File: config.mk
export PLATFORM = sky130hd
export DESIGN_NAME = pwrx_frame_rx
export DESIGN_NICKNAME = d
export VERILOG_FILES = /design/src/rtl/pwrx_pkg.sv /design/src/rtl/pwrx_pulse_meter.sv /design/src/rtl/pwrx_payload_buf.sv /design/src/rtl/pwrx_frame_assembler.sv /design/src/rtl/pwrx_frame_rx.sv
export SDC_FILE = /design/constraint.sdc
export NUM_CORES = 1
export LEC_CHECK = 0
export BUFFER_PORTS_ARGS = -buffer_cell sky130_fd_sc_hd__buf_4
export CAP_MARGIN = 20
export CORE_ASPECT_RATIO = 0.8
export CORE_UTILIZATION = 40
export DETAILED_ROUTE_END_ITERATION = 6
export GPL_TIMING_DRIVEN = 1
export PLACE_DENSITY = 0.62
export SYNTH_ARGS = -nofsm -noshare
export SYNTH_HDL_FRONTEND = slang
export SYNTH_SLANG_ARGS = --single-unit
File: constraint.sdc
create_clock -name clk -period 3.7 [get_ports clk]
set_input_delay 0.37 -clock clk [delete_from_list [all_inputs] [get_ports clk]]
set_output_delay 0.37 -clock clk [all_outputs]
set_load 0.01 [all_outputs]
File: src/rtl/pwrx_pkg.sv
package pwrx_pkg;

   typedef enum logic [2:0] {
      S_IDLE,
      S_BYTE,
      S_NIB,
      S_ACK,
      S_DRAIN
   } rx_state_t;

   typedef enum logic [1:0] {
      P_ADDR,
      P_SIZE,
      P_DATA,
      P_SUM
   } rx_phase_t;

   localparam logic [7:0] SUM_SEED = 8'h0F;

endpackage

File: src/rtl/pwrx_pulse_meter.sv
module pwrx_pulse_meter #(
   parameter int SYNC_STAGES = 2,
   parameter int START_MIN   = 100,
   parameter int BIT_SPLIT   = 26,
   parameter int TIMEOUT     = 64
) (
   input  logic clk,
   input  logic rst_n,
   input  logic line_in,
   output logic sym_evt,
   output logic sym_one,
   output logic start_evt,
   output logic timeout_evt
);
   localparam int MAXV  = (START_MIN > TIMEOUT) ? START_MIN : TIMEOUT;
   localparam int CNT_W = $clog2(MAXV + 2);
   localparam logic [CNT_W-1:0] START_C = CNT_W'(START_MIN);
   localparam logic [CNT_W-1:0] SPLIT_C = CNT_W'(BIT_SPLIT);
   localparam logic [CNT_W-1:0] TOUT_C  = CNT_W'(TIMEOUT);

   logic             line_s;
   logic             line_d;
   logic [CNT_W-1:0] hi_cnt;
   logic [CNT_W-1:0] lo_cnt;

   generate
      if (SYNC_STAGES == 0) begin : g_nosync
         assign line_s = line_in;
      end else begin : g_sync
         logic [SYNC_STAGES-1:0] sync_q;
         always_ff @(posedge clk or negedge rst_n) begin
            if (!rst_n) sync_q <= '0;
            else        sync_q <= {sync_q[SYNC_STAGES-2:0], line_in};
         end
         assign line_s = sync_q[SYNC_STAGES-1];
      end
   endgenerate

   always_ff @(posedge clk or negedge rst_n) begin
      if (!rst_n) begin
         line_d <= 1'b0;
         hi_cnt <= '0;
         lo_cnt <= '0;
      end else begin
         line_d <= line_s;
         if (line_s) begin
            lo_cnt <= '0;
            if (!line_d)          hi_cnt <= CNT_W'(1);
            else if (hi_cnt != '1) hi_cnt <= hi_cnt + 1'b1;
         end else if (lo_cnt != '1) begin
            lo_cnt <= lo_cnt + 1'b1;
         end
      end
   end

   logic fall;
   assign fall        = line_d && !line_s;
   assign start_evt   = fall && (hi_cnt >= START_C);
   assign sym_evt     = fall && (hi_cnt < START_C);
   assign sym_one     = hi_cnt < SPLIT_C;
   assign timeout_evt = !line_s && (lo_cnt == TOUT_C);

endmodule

File: src/rtl/pwrx_payload_buf.sv
module pwrx_payload_buf #(
   parameter int DEPTH = 16,
   parameter int IDX_W = 5
) (
   input  logic               clk,
   input  logic               rst_n,
   input  logic               wr_en,
   input  logic [IDX_W-1:0]   wr_idx,
   input  logic [7:0]         wr_byte,
   output logic [DEPTH*8-1:0] rd_flat
);
   generate
      for (genvar gi = 0; gi < DEPTH; gi++) begin : g_slot
         logic [7:0] slot_q;
         always_ff @(posedge clk or negedge rst_n) begin
            if (!rst_n)                                 slot_q <= '0;
            else if (wr_en && (wr_idx == IDX_W'(gi)))   slot_q <= wr_byte;
         end
         assign rd_flat[gi*8 +: 8] = slot_q;
      end
   endgenerate
endmodule

File: src/rtl/pwrx_frame_assembler.sv
module pwrx_frame_assembler
   import pwrx_pkg::*;
#(
   parameter int MAX_LEN = 16,
   parameter int ACK_CYC = 20,
   parameter int IDX_W   = 5
) (
   input  logic             clk,
   input  logic             rst_n,
   input  logic             sym_evt,
   input  logic             sym_one,
   input  logic             start_evt,
   input  logic             timeout_evt,
   output logic             ack_drive,
   output logic             frame_valid,
   output logic             checksum_error,
   output logic             parity_error,
   output logic             timeout_error,
   output logic             length_error,
   output logic [23:0]      frame_addr,
   output logic [3:0]       frame_field,
   output logic [7:0]       frame_size,
   output logic             wr_en,
   output logic [IDX_W-1:0] wr_idx,
   output logic [7:0]       wr_byte
);
   localparam int ACK_W = $clog2(ACK_CYC + 1);
   localparam logic [7:0]       SIZE_LIM = 8'(MAX_LEN);
   localparam logic [ACK_W-1:0] ACK_LAST = ACK_W'(ACK_CYC - 1);

   rx_state_t        st_q, ret_q;
   rx_phase_t        ph_q;
   logic [3:0]       bit_q;
   logic [7:0]       sh_q;
   logic             par_q;
   logic [1:0]       acnt_q;
   logic [IDX_W-1:0] dcnt_q;
   logic [7:0]       sum_q;
   logic [ACK_W-1:0] ack_q;

   logic par_ok;
   assign par_ok = par_q ^ sym_one;

   always_ff @(posedge clk or negedge rst_n) begin
      if (!rst_n) begin
         st_q <= S_IDLE;  ret_q <= S_IDLE;  ph_q <= P_ADDR;
         bit_q <= '0;  sh_q <= '0;  par_q <= 1'b0;  acnt_q <= '0;
         dcnt_q <= '0; sum_q <= SUM_SEED;  ack_q <= '0;
         ack_drive <= 1'b0;  frame_valid <= 1'b0;  checksum_error <= 1'b0;
         parity_error <= 1'b0;  timeout_error <= 1'b0;  length_error <= 1'b0;
         frame_addr <= '0;  frame_field <= '0;  frame_size <= '0;
         wr_en <= 1'b0;  wr_idx <= '0;  wr_byte <= '0;
      end else begin
         frame_valid    <= 1'b0;
         checksum_error <= 1'b0;
         parity_error   <= 1'b0;
         timeout_error  <= 1'b0;
         length_error   <= 1'b0;
         wr_en          <= 1'b0;
         if (start_evt) begin
            st_q <= S_BYTE;  ph_q <= P_ADDR;  acnt_q <= '0;
            bit_q <= '0;  par_q <= 1'b0;  dcnt_q <= '0;
            sum_q <= SUM_SEED;  ack_drive <= 1'b0;
         end else if (timeout_evt && (st_q == S_BYTE || st_q == S_NIB)) begin
            timeout_error <= 1'b1;
            st_q          <= S_IDLE;
         end else begin
            case (st_q)
               S_NIB: if (sym_evt) begin
                  frame_field <= {frame_field[2:0], sym_one};
                  if (bit_q == 4'd3) begin
                     st_q <= S_BYTE;  ph_q <= P_SIZE;  bit_q <= '0;  par_q <= 1'b0;
                  end else begin
                     bit_q <= bit_q + 1'b1;
                  end
               end
               S_BYTE: if (sym_evt) begin
                  if (bit_q != 4'd8) begin
                     sh_q  <= {sh_q[6:0], sym_one};
                     par_q <= par_q ^ sym_one;
                     bit_q <= bit_q + 1'b1;
                  end else begin
                     bit_q <= '0;
                     par_q <= 1'b0;
                     if (!par_ok) begin
                        parity_error <= 1'b1;
                        st_q         <= S_IDLE;
                     end else begin
                        case (ph_q)
                           P_ADDR: begin
                              frame_addr <= {frame_addr[15:0], sh_q};
                              if (acnt_q == 2'd2) begin
                                 ret_q <= S_NIB;  st_q <= S_ACK;
                                 ack_drive <= 1'b1;  ack_q <= '0;
                              end else begin
                                 acnt_q <= acnt_q + 1'b1;
                              end
                           end
                           P_SIZE: begin
                              if (sh_q > SIZE_LIM) begin
                                 length_error <= 1'b1;
                                 st_q         <= S_IDLE;
                              end else begin
                                 frame_size <= sh_q;
                                 sum_q      <= sum_q + sh_q;
                                 ph_q       <= (sh_q == 8'd0) ? P_SUM : P_DATA;
                                 ret_q <= S_BYTE;  st_q <= S_ACK;
                                 ack_drive <= 1'b1;  ack_q <= '0;
                              end
                           end
                           P_DATA: begin
                              wr_en   <= 1'b1;
                              wr_idx  <= dcnt_q;
                              wr_byte <= sh_q;
                              sum_q   <= sum_q + sh_q;
                              dcnt_q  <= dcnt_q + 1'b1;
                              if ((8'(dcnt_q) + 8'd1) == frame_size) ph_q <= P_SUM;
                              ret_q <= S_BYTE;  st_q <= S_ACK;
                              ack_drive <= 1'b1;  ack_q <= '0;
                           end
                           default: begin
                              frame_valid    <= 1'b1;
                              checksum_error <= (sh_q != sum_q);
                              ret_q <= S_IDLE;  st_q <= S_ACK;
                              ack_drive <= 1'b1;  ack_q <= '0;
                           end
                        endcase
                     end
                  end
               end
               S_ACK: begin
                  if (ack_q == ACK_LAST) begin
                     ack_drive <= 1'b0;
                     st_q      <= S_DRAIN;
                  end else begin
                     ack_q <= ack_q + 1'b1;
                  end
               end
               S_DRAIN: if (sym_evt) st_q <= ret_q;
               default: ;
            endcase
         end
      end
   end
endmodule

File: src/rtl/pwrx_frame_rx.sv
module pwrx_frame_rx #(
   parameter int MAX_LEN     = 16,
   parameter int SYNC_STAGES = 2,
   parameter int START_MIN   = 100,
   parameter int BIT_SPLIT   = 26,
   parameter int TIMEOUT     = 64,
   parameter int ACK_CYC     = 20
) (
   input  logic                 clk,
   input  logic                 rst_n,
   input  logic                 bus_line,
   output logic                 ack_drive,
   output logic                 frame_valid,
   output logic                 checksum_error,
   output logic                 parity_error,
   output logic                 timeout_error,
   output logic                 length_error,
   output logic [23:0]          frame_addr,
   output logic [3:0]           frame_field,
   output logic [7:0]           frame_size,
   output logic [MAX_LEN*8-1:0] frame_data
);
   localparam int IDX_W = $clog2(MAX_LEN + 1);

   generate
      if (MAX_LEN < 1 || MAX_LEN > 255) begin : g_bad_len
         $error("pwrx_frame_rx: MAX_LEN must lie in 1..255");
      end
      if (BIT_SPLIT < 2 || BIT_SPLIT >= START_MIN) begin : g_bad_split
         $error("pwrx_frame_rx: BIT_SPLIT must lie below START_MIN");
      end
      if (ACK_CYC < 1 || ACK_CYC >= START_MIN) begin : g_bad_ack
         $error("pwrx_frame_rx: ACK_CYC must lie below START_MIN");
      end
      if (SYNC_STAGES == 1 || SYNC_STAGES < 0) begin : g_bad_sync
         $error("pwrx_frame_rx: SYNC_STAGES must be 0 or at least 2");
      end
   endgenerate

   logic             sym_evt, sym_one, start_evt, timeout_evt;
   logic             wr_en;
   logic [IDX_W-1:0] wr_idx;
   logic [7:0]       wr_byte;

   pwrx_pulse_meter #(
      .SYNC_STAGES(SYNC_STAGES), .START_MIN(START_MIN),
      .BIT_SPLIT(BIT_SPLIT),     .TIMEOUT(TIMEOUT)
   ) i_meter (
      .clk(clk), .rst_n(rst_n), .line_in(bus_line),
      .sym_evt(sym_evt), .sym_one(sym_one),
      .start_evt(start_evt), .timeout_evt(timeout_evt)
   );

   pwrx_frame_assembler #(
      .MAX_LEN(MAX_LEN), .ACK_CYC(ACK_CYC), .IDX_W(IDX_W)
   ) i_asm (
      .clk(clk), .rst_n(rst_n),
      .sym_evt(sym_evt), .sym_one(sym_one),
      .start_evt(start_evt), .timeout_evt(timeout_evt),
      .ack_drive(ack_drive), .frame_valid(frame_valid),
      .checksum_error(checksum_error), .parity_error(parity_error),
      .timeout_error(timeout_error), .length_error(length_error),
      .frame_addr(frame_addr), .frame_field(frame_field),
      .frame_size(frame_size),
      .wr_en(wr_en), .wr_idx(wr_idx), .wr_byte(wr_byte)
   );

   pwrx_payload_buf #(
      .DEPTH(MAX_LEN), .IDX_W(IDX_W)
   ) i_buf (
      .clk(clk), .rst_n(rst_n),
      .wr_en(wr_en), .wr_idx(wr_idx), .wr_byte(wr_byte),
      .rd_flat(frame_data)
   );
endmodule

## Yosys cells after proc, flatten, opt, wreduce, memory -nomap -nowiden

Cells that the tools add are included.

| storage, ports and cells | value |
|---|---|
| register bits after elaboration | 242 |
| bits of input ports | 3 |
| output and inout port bits | 170 |
| logic and storage cells | 297 |

| operators by class | value |
|---|---|
| add/subtract/negate cells | 8 |
| $lt $le $gt $ge | 4 |
| equal/unequal tests | 60 |
| mux-type cells | 124 |
| bitwise operators | 5 |
| reductions and logical operators | 54 |

Operator list:

| operator | count |
|---|---|
| 5-bit two-way mux | 13 |
| 8-bit two-way mux | 7 |
| 1-bit two-way mux | 52 |
| 5-bit by 4-bit == test with 1-bit output, second input constant | 8 |
| 2-bit two-way mux | 18 |
| 3-bit two-way mux | 12 |
| 8-bit AND reduction | 4 |
| 7-bit two-way mux | 4 |
| 7-bit AND reduction | 4 |
| 4-bit two-way mux | 6 |
| 4-bit by 3-bit inequality test with 1-bit output, second input constant | 6 |
| 1-bit logical AND | 21 |
| 5-bit by 3-bit == test with 1-bit output, second input constant | 4 |
| 5-bit case mux with 2 select lines | 2 |
| 8-bit case mux with 2 select lines | 1 |
| 7-bit by 1-bit adder with 7-bit output, second input constant | 2 |
| 7-bit inequality test, second input constant | 2 |
| 2-bit nonzero test | 7 |
| 2-bit by 1-bit inequality test with 1-bit output, second input constant | 6 |
| 3-bit by 1-bit inequality test with 1-bit output, second input constant | 4 |
| 3-bit case mux with 4 select lines | 1 |
| 5-bit by 1-bit adder with 5-bit output, second input constant | 2 |
| 5-bit by 2-bit == test with 1-bit output, second input constant | 2 |
| 10-bit AND reduction | 1 |
| other kinds (46) | 66 |

## Longest topological paths before layout

| logic depth | value |
|---|---|
| word-level depth | 10 |
| mapped depth | 9 |

## By module

A second synthesis with hierarchy kept.

| unflattened totals | value |
|---|---|
| cell total of the unflattened synthesis | 817 |
| area, all modules | 10,654.0 µm² |

By module, submodules not included:

| module | times used | cells an instance | area an instance (µm²) | sequential area each (µm²) |
|---|---|---|---|---|
| pwrx_payload_buf | 1 | 294 | 4,914.7 | 3,203.1 |
| pwrx_frame_assembler | 1 | 433 | 4,813.4 | 2,407.3 |
| pwrx_pulse_meter | 1 | 90 | 925.9 | 425.4 |

## Worst setup path before layout

No wires, ideal clock.

| path | value |
|---|---|
| path type | reg2reg |
| start | register i_meter.lo_cnt[0] |
| end | register i_asm.st_q[0] |
| arrival | 2,324 ps |
| slack | 1,249 ps |
| cell stages (with the launch flop) | 9 |
| buffers on the path | 0 |
| clock period less this slack | 2,451 ps |
| cell sequence | dfrtp_1 > inv_1 > ha_1 > or3b_2 > or2_1 > a2111oi_2 > a211oi_1 > a311oi_4 > mux2_1 |

| between the ends | value |
|---|---|
| longest elaborated chain between the ends | 5 |
| elaborated cells between the ends (all ways) | 14 |
| classes of those cells | eq/ne (8); mux (2); reduce/logical (4) |

RTL lines:

| what | RTL line | RTL |
|---|---|---|
| start, declared | pwrx_pulse_meter.sv:24 | `logic [CNT_W-1:0] lo_cnt;` |
| start signal, assigned | pwrx_pulse_meter.sv:51 | `lo_cnt <= lo_cnt + 1'b1;` |
| 7-bit == test (*) | pwrx_pulse_meter.sv:61 | `assign timeout_evt = !line_s && (lo_cnt == TOUT_C);` |
| 1-bit logical AND (*) | pwrx_pulse_meter.sv:61 |  |
| 1-bit logical AND (*) | pwrx_frame_assembler.sv:64 | `end else if (timeout_evt && (st_q == S_BYTE \|\| st_q == S_NIB)) begin` |
| 6-bit by 5-bit inequality test with 1-bit output (no source line) (tied with other cells) | -- |  |
| 8-bit AND reduction (no source line) or 3-bit two-way mux (tied branches) | -- |  |
| end signal, assigned | pwrx_frame_assembler.sv:139 | `S_DRAIN: if (sym_evt) st_q <= ret_q;` |
| end, declared | pwrx_frame_assembler.sv:31 | `rx_state_t st_q, ret_q;` |

Mark *: on every way between the ends. The rest lies on a longest branch, timed or not.
A chain may end at the register's enable or synchronous reset.

## Worst setup path in the final report

| path | value |
|---|---|
| start | register i_meter.hi_cnt[2] |
| end | register i_asm.frame_addr[13] |

| between the ends | value |
|---|---|
| longest elaborated chain between the ends | 4 |
| elaborated cells between the ends (all ways) | 8 |
| classes of those cells | order compare (3); bitwise (2); reduce/logical (3) |

RTL lines:

| what | RTL line | RTL |
|---|---|---|
| start, declared | pwrx_pulse_meter.sv:23 | `logic [CNT_W-1:0] hi_cnt;` |
| start signal, assigned | pwrx_pulse_meter.sv:49 | `else if (hi_cnt != '1) hi_cnt <= hi_cnt + 1'b1;` |
| 7-bit >= comparator | pwrx_pulse_meter.sv:58 | `assign start_evt = fall && (hi_cnt >= START_C);` |
| 1-bit logical AND | pwrx_pulse_meter.sv:58 |  |
| 1-bit inverter (no source line) | -- |  |
| 7-bit AND reduction (no source line) (*) | -- |  |
| end signal, assigned | pwrx_frame_assembler.sv:91 | `frame_addr <= {frame_addr[15:0], sh_q};` |
| end, declared | pwrx_frame_assembler.sv:20 | `output logic [23:0] frame_addr,` |

Marked as above.

==> metrics.md <==
| Metric | Value |
|---|---|
| Status | complete, no violations |
| Starting density of the core | 41.0% |
| Largest net degree at the start of global routing | 96 |
| Initial DRC count | 386 |
| TritonCTS clock tree | yes |
| Placed wire-length estimate | 17300 µm |
| Fin nets | 1004 |
| Worst Path Required | 4.10 ns |
| CTS Hold Bufs | 2 |
| Number of setup buffers added after CTS | 0 |
| Setup crit end kind | flip-flop |
| Worst Tran Pin Value | 0.904 ns |
| Routed len/inst | 18.3 µm |
| Die Ht | 147 µm |
| H-tree depth | 1 |
| Worst-Skew Late Latency | 0.52 ns |
| Area Growth Syn to Fin | 24.7% |
| FFs w/ async S/R, synth | 100% |
| Mapped Cells | 801 |
| PwrDens | 415 nW/µm² |
| Final Hold Vio Count | 0 |
| Yosys cell types | 68 |
| MaxCap Viol Count | 0 |
| Vias in the first global route | 6843 |
| Setup tns final | 0 ns |
| Arrival @ worst endpoint | 3.22 ns |
| Worst hold margin | 0.349 ns |
| Via density | 5.13 |
| HP Class | flip-flop to flip-flop |
| Final ANT Viol Nets | 0 |
| Synth Register Bits | 241 |
| Clock skew | 0.0129 ns |
| Via count | 6937 |
| Worst reg2reg setup slack | 0.88 ns |
| Share of cells above drive strength 1 | 39.3% |
| Crit Path Class | flip-flop to flip-flop |
| Mapped Area | 10400 µm² |
| Setup WS pre-CTS | 0.892 ns |
| Total grt overflow | 0 |
| Core area | 25400 µm² |
| Clk root buf | clkbuf_16 |
| Global-route usage over all layers | 18.9% |
| Main flop type after synthesis | dfrtp_1 |
| Final Max Tran Viols | 0 |
| Layout fillers | 2307 |
| Clock-pin slew on the worst setup and hold paths | 0.06 ns |
| Top Ports | 173 |
| GPL Wtd Cong | 0.915 |
| Clock Tree Buf Depth | 3 |
| Final WL | 24800 µm |
| Die X-Extent | 183 µm |
| Worst rel slew slack | 39.7% |
| Synthesized area per cell | 13.0 µm² |
| Leakage | 6.71 nW |
| Crit path max fanout | 24 |
| Port buffer count | 172 |
| EDFF count, synth | 0 |
| Min Tclk post-route | 2.82 ns |
| Clock tree sinks | 241 |
| Ys Warns | 0 |
| Setup Viol. Count Final | 0 |
| RSZ-0062 raised after global routing | false |
| Syn Nets | 824 |
| First-pass GRT wire length | 39900 µm |
| # rows | 52 |
| Final setup margin | 0.882 ns |
| Sequential share of the synthesized area | 57.8% |
| Worst vdd ir | 0.000294 V |
| Worst Setup Start Kind | flip-flop |
| Max Clk Rate | 355 MHz |
| CTS buffer count | 26 |
| Initial antenna violation count | 0 |
| Drc violations | 0 |
| Resize count post-CTS | 0 |
| DIE AREA | 26800 µm² |
| TritonRoute pass-1 iters | 4 |
| Final Cycle Share | 76.2% |
## cells in the mapped netlist (5+ instances only)
cell type	count	share of area, %
nand3_1	19	0.91
o211ai_1	6	0.43
nor2_1	47	1.7
xnor2_1	13	1.1
ha_1	19	2.3
mux2_2	153	17
nor2b_1	16	0.96
nand4_1	10	0.60
buf_2	5	0.24
a31oi_1	7	0.42
nand2b_1	5	0.30
clkbuf_1	23	0.83
a21oi_1	11	0.53
dfrtp_1	237	57
nand2_1	47	1.7
o21ai_0	20	0.96
nor3b_1	5	0.36
xor2_1	11	0.92
inv_1	19	0.68
nor3_1	9	0.43
mux2_1	33	3.6
and3_1	8	0.48
## worst paths after layout
check,from,depth (start not counted),end
min in group asynchronous,rst_n,2,i_meter.lo_cnt[6]$_DFFE_PN0P_
min,i_meter.g_sync.sync_q[0]$_DFF_PN0_,0,i_meter.g_sync.sync_q[1]$_DFF_PN0_
max,i_meter.hi_cnt[2]$_DFFE_PN0P_,6,i_asm.frame_addr[13]$_DFFE_PN0P_
max in group asynchronous,rst_n,3,i_asm.sum_q[2]$_DFFE_PN1P_
max reg2reg,i_meter.hi_cnt[2]$_DFFE_PN0P_,6,i_asm.frame_addr[13]$_DFFE_PN0P_
min reg2reg,i_meter.g_sync.sync_q[0]$_DFF_PN0_,0,i_meter.g_sync.sync_q[1]$_DFF_PN0_
## cell families after synthesis
group / after synthesis / synth area share (%)
muxes: 190 / 20.4
buffers and inverters: 49 / 1.89
adders and majority gates: 20 / 2.47
xor gates and xnor gates: 24 / 2.01
AOI/OAI and AO/OA: 81 / 5.56
and+or+nand+nor: 196 / 9.81
DFF: 241 / 57.8
## area by class of cell
| type | instances | area, µm² | share of cell area (%) |
|---|---|---|---|
| sequential | 241 | 6040 | 46.3 |
| multi-input combinational | 511 | 4210 | 32.3 |
| timing repair buffer | 182 | 1380 | 10.6 |
| clock buffer | 37 | 773 | 5.94 |
| tap | 351 | 439 | 3.37 |
| clock inverter | 10 | 114 | 0.874 |
| inverter | 19 | 71.3 | 0.548 |
| antenna | 1 | 2.50 | 0.0192 |
## through the flow
stage          cells  utilization (%)  instance area (µm²)  total power [mW]
4_1_cts         1350             51.2                13000              5.48
3_3_place_gp    1301             47.6                12100              2.81
5_1_grt         1351             51.2                13000              5.60
2_1_floorplan    801                -                10400              2.75
3_5_place_dp    1301             47.6                12100              2.82
6_report        1352             51.2                13000              5.41
## state kept, by name (all words and copies together), names as in the netlist, 7 cells and up
name                 flops
i_asm.sum_q              8
i_meter.hi_cnt           7
i_buf.g_slot.slot_q    128
i_asm.frame_size         8
i_asm.sh_q               8
i_asm.frame_addr        24
i_asm.wr_byte            8
i_meter.lo_cnt           7
## critical path: stages (launching register included)
cell     delay [ns]
dfrtp_1        0.46
o211a_1        0.26
or4_1          0.49
and2_1         0.25
nor2_2         0.17
nand3_2        0.53
mux2_1         0.53
## report_power, final
| part | leakage, nW | switching, mW | total, mW | internal (mW) |
|---|---|---|---|---|
| Sequential | 3.34 | 0.0201 | 2.67 | 2.65 |
| Combinational | 2.95 | 0.0713 | 0.0953 | 0.0240 |
| Clock | 0.425 | 1.05 | 2.64 | 1.59 |
## cell usage in the layout (no fill, tap or decap), types with 5 or more instances in the layout
master / n
dfrtp_1: 237
buf_4: 179
mux2_2: 153
nor2_1: 47
nand2_1: 47
mux2_1: 33
clkbuf_16: 27
o21ai_0: 20
inv_1: 19
nand3_1: 19
ha_1: 19
nor2b_1: 16
xnor2_1: 13
xor2_1: 11
a21oi_1: 11
nand4_1: 10
nor3_1: 9
and3_1: 8
a31oi_1: 7
o211ai_1: 6
clkbuf_8: 6
nor3b_1: 5
nand2b_1: 5
## routing by layer
layer / track usage [%] / part of all wire (%)
met2: 27.7 / 43
met5: 0 / 0
met1: 28.4 / 49
met3: 3.89 / 5.7
met4: 4.87 / 2.2
No activity file was read; power rests on OpenSTA's default activity.
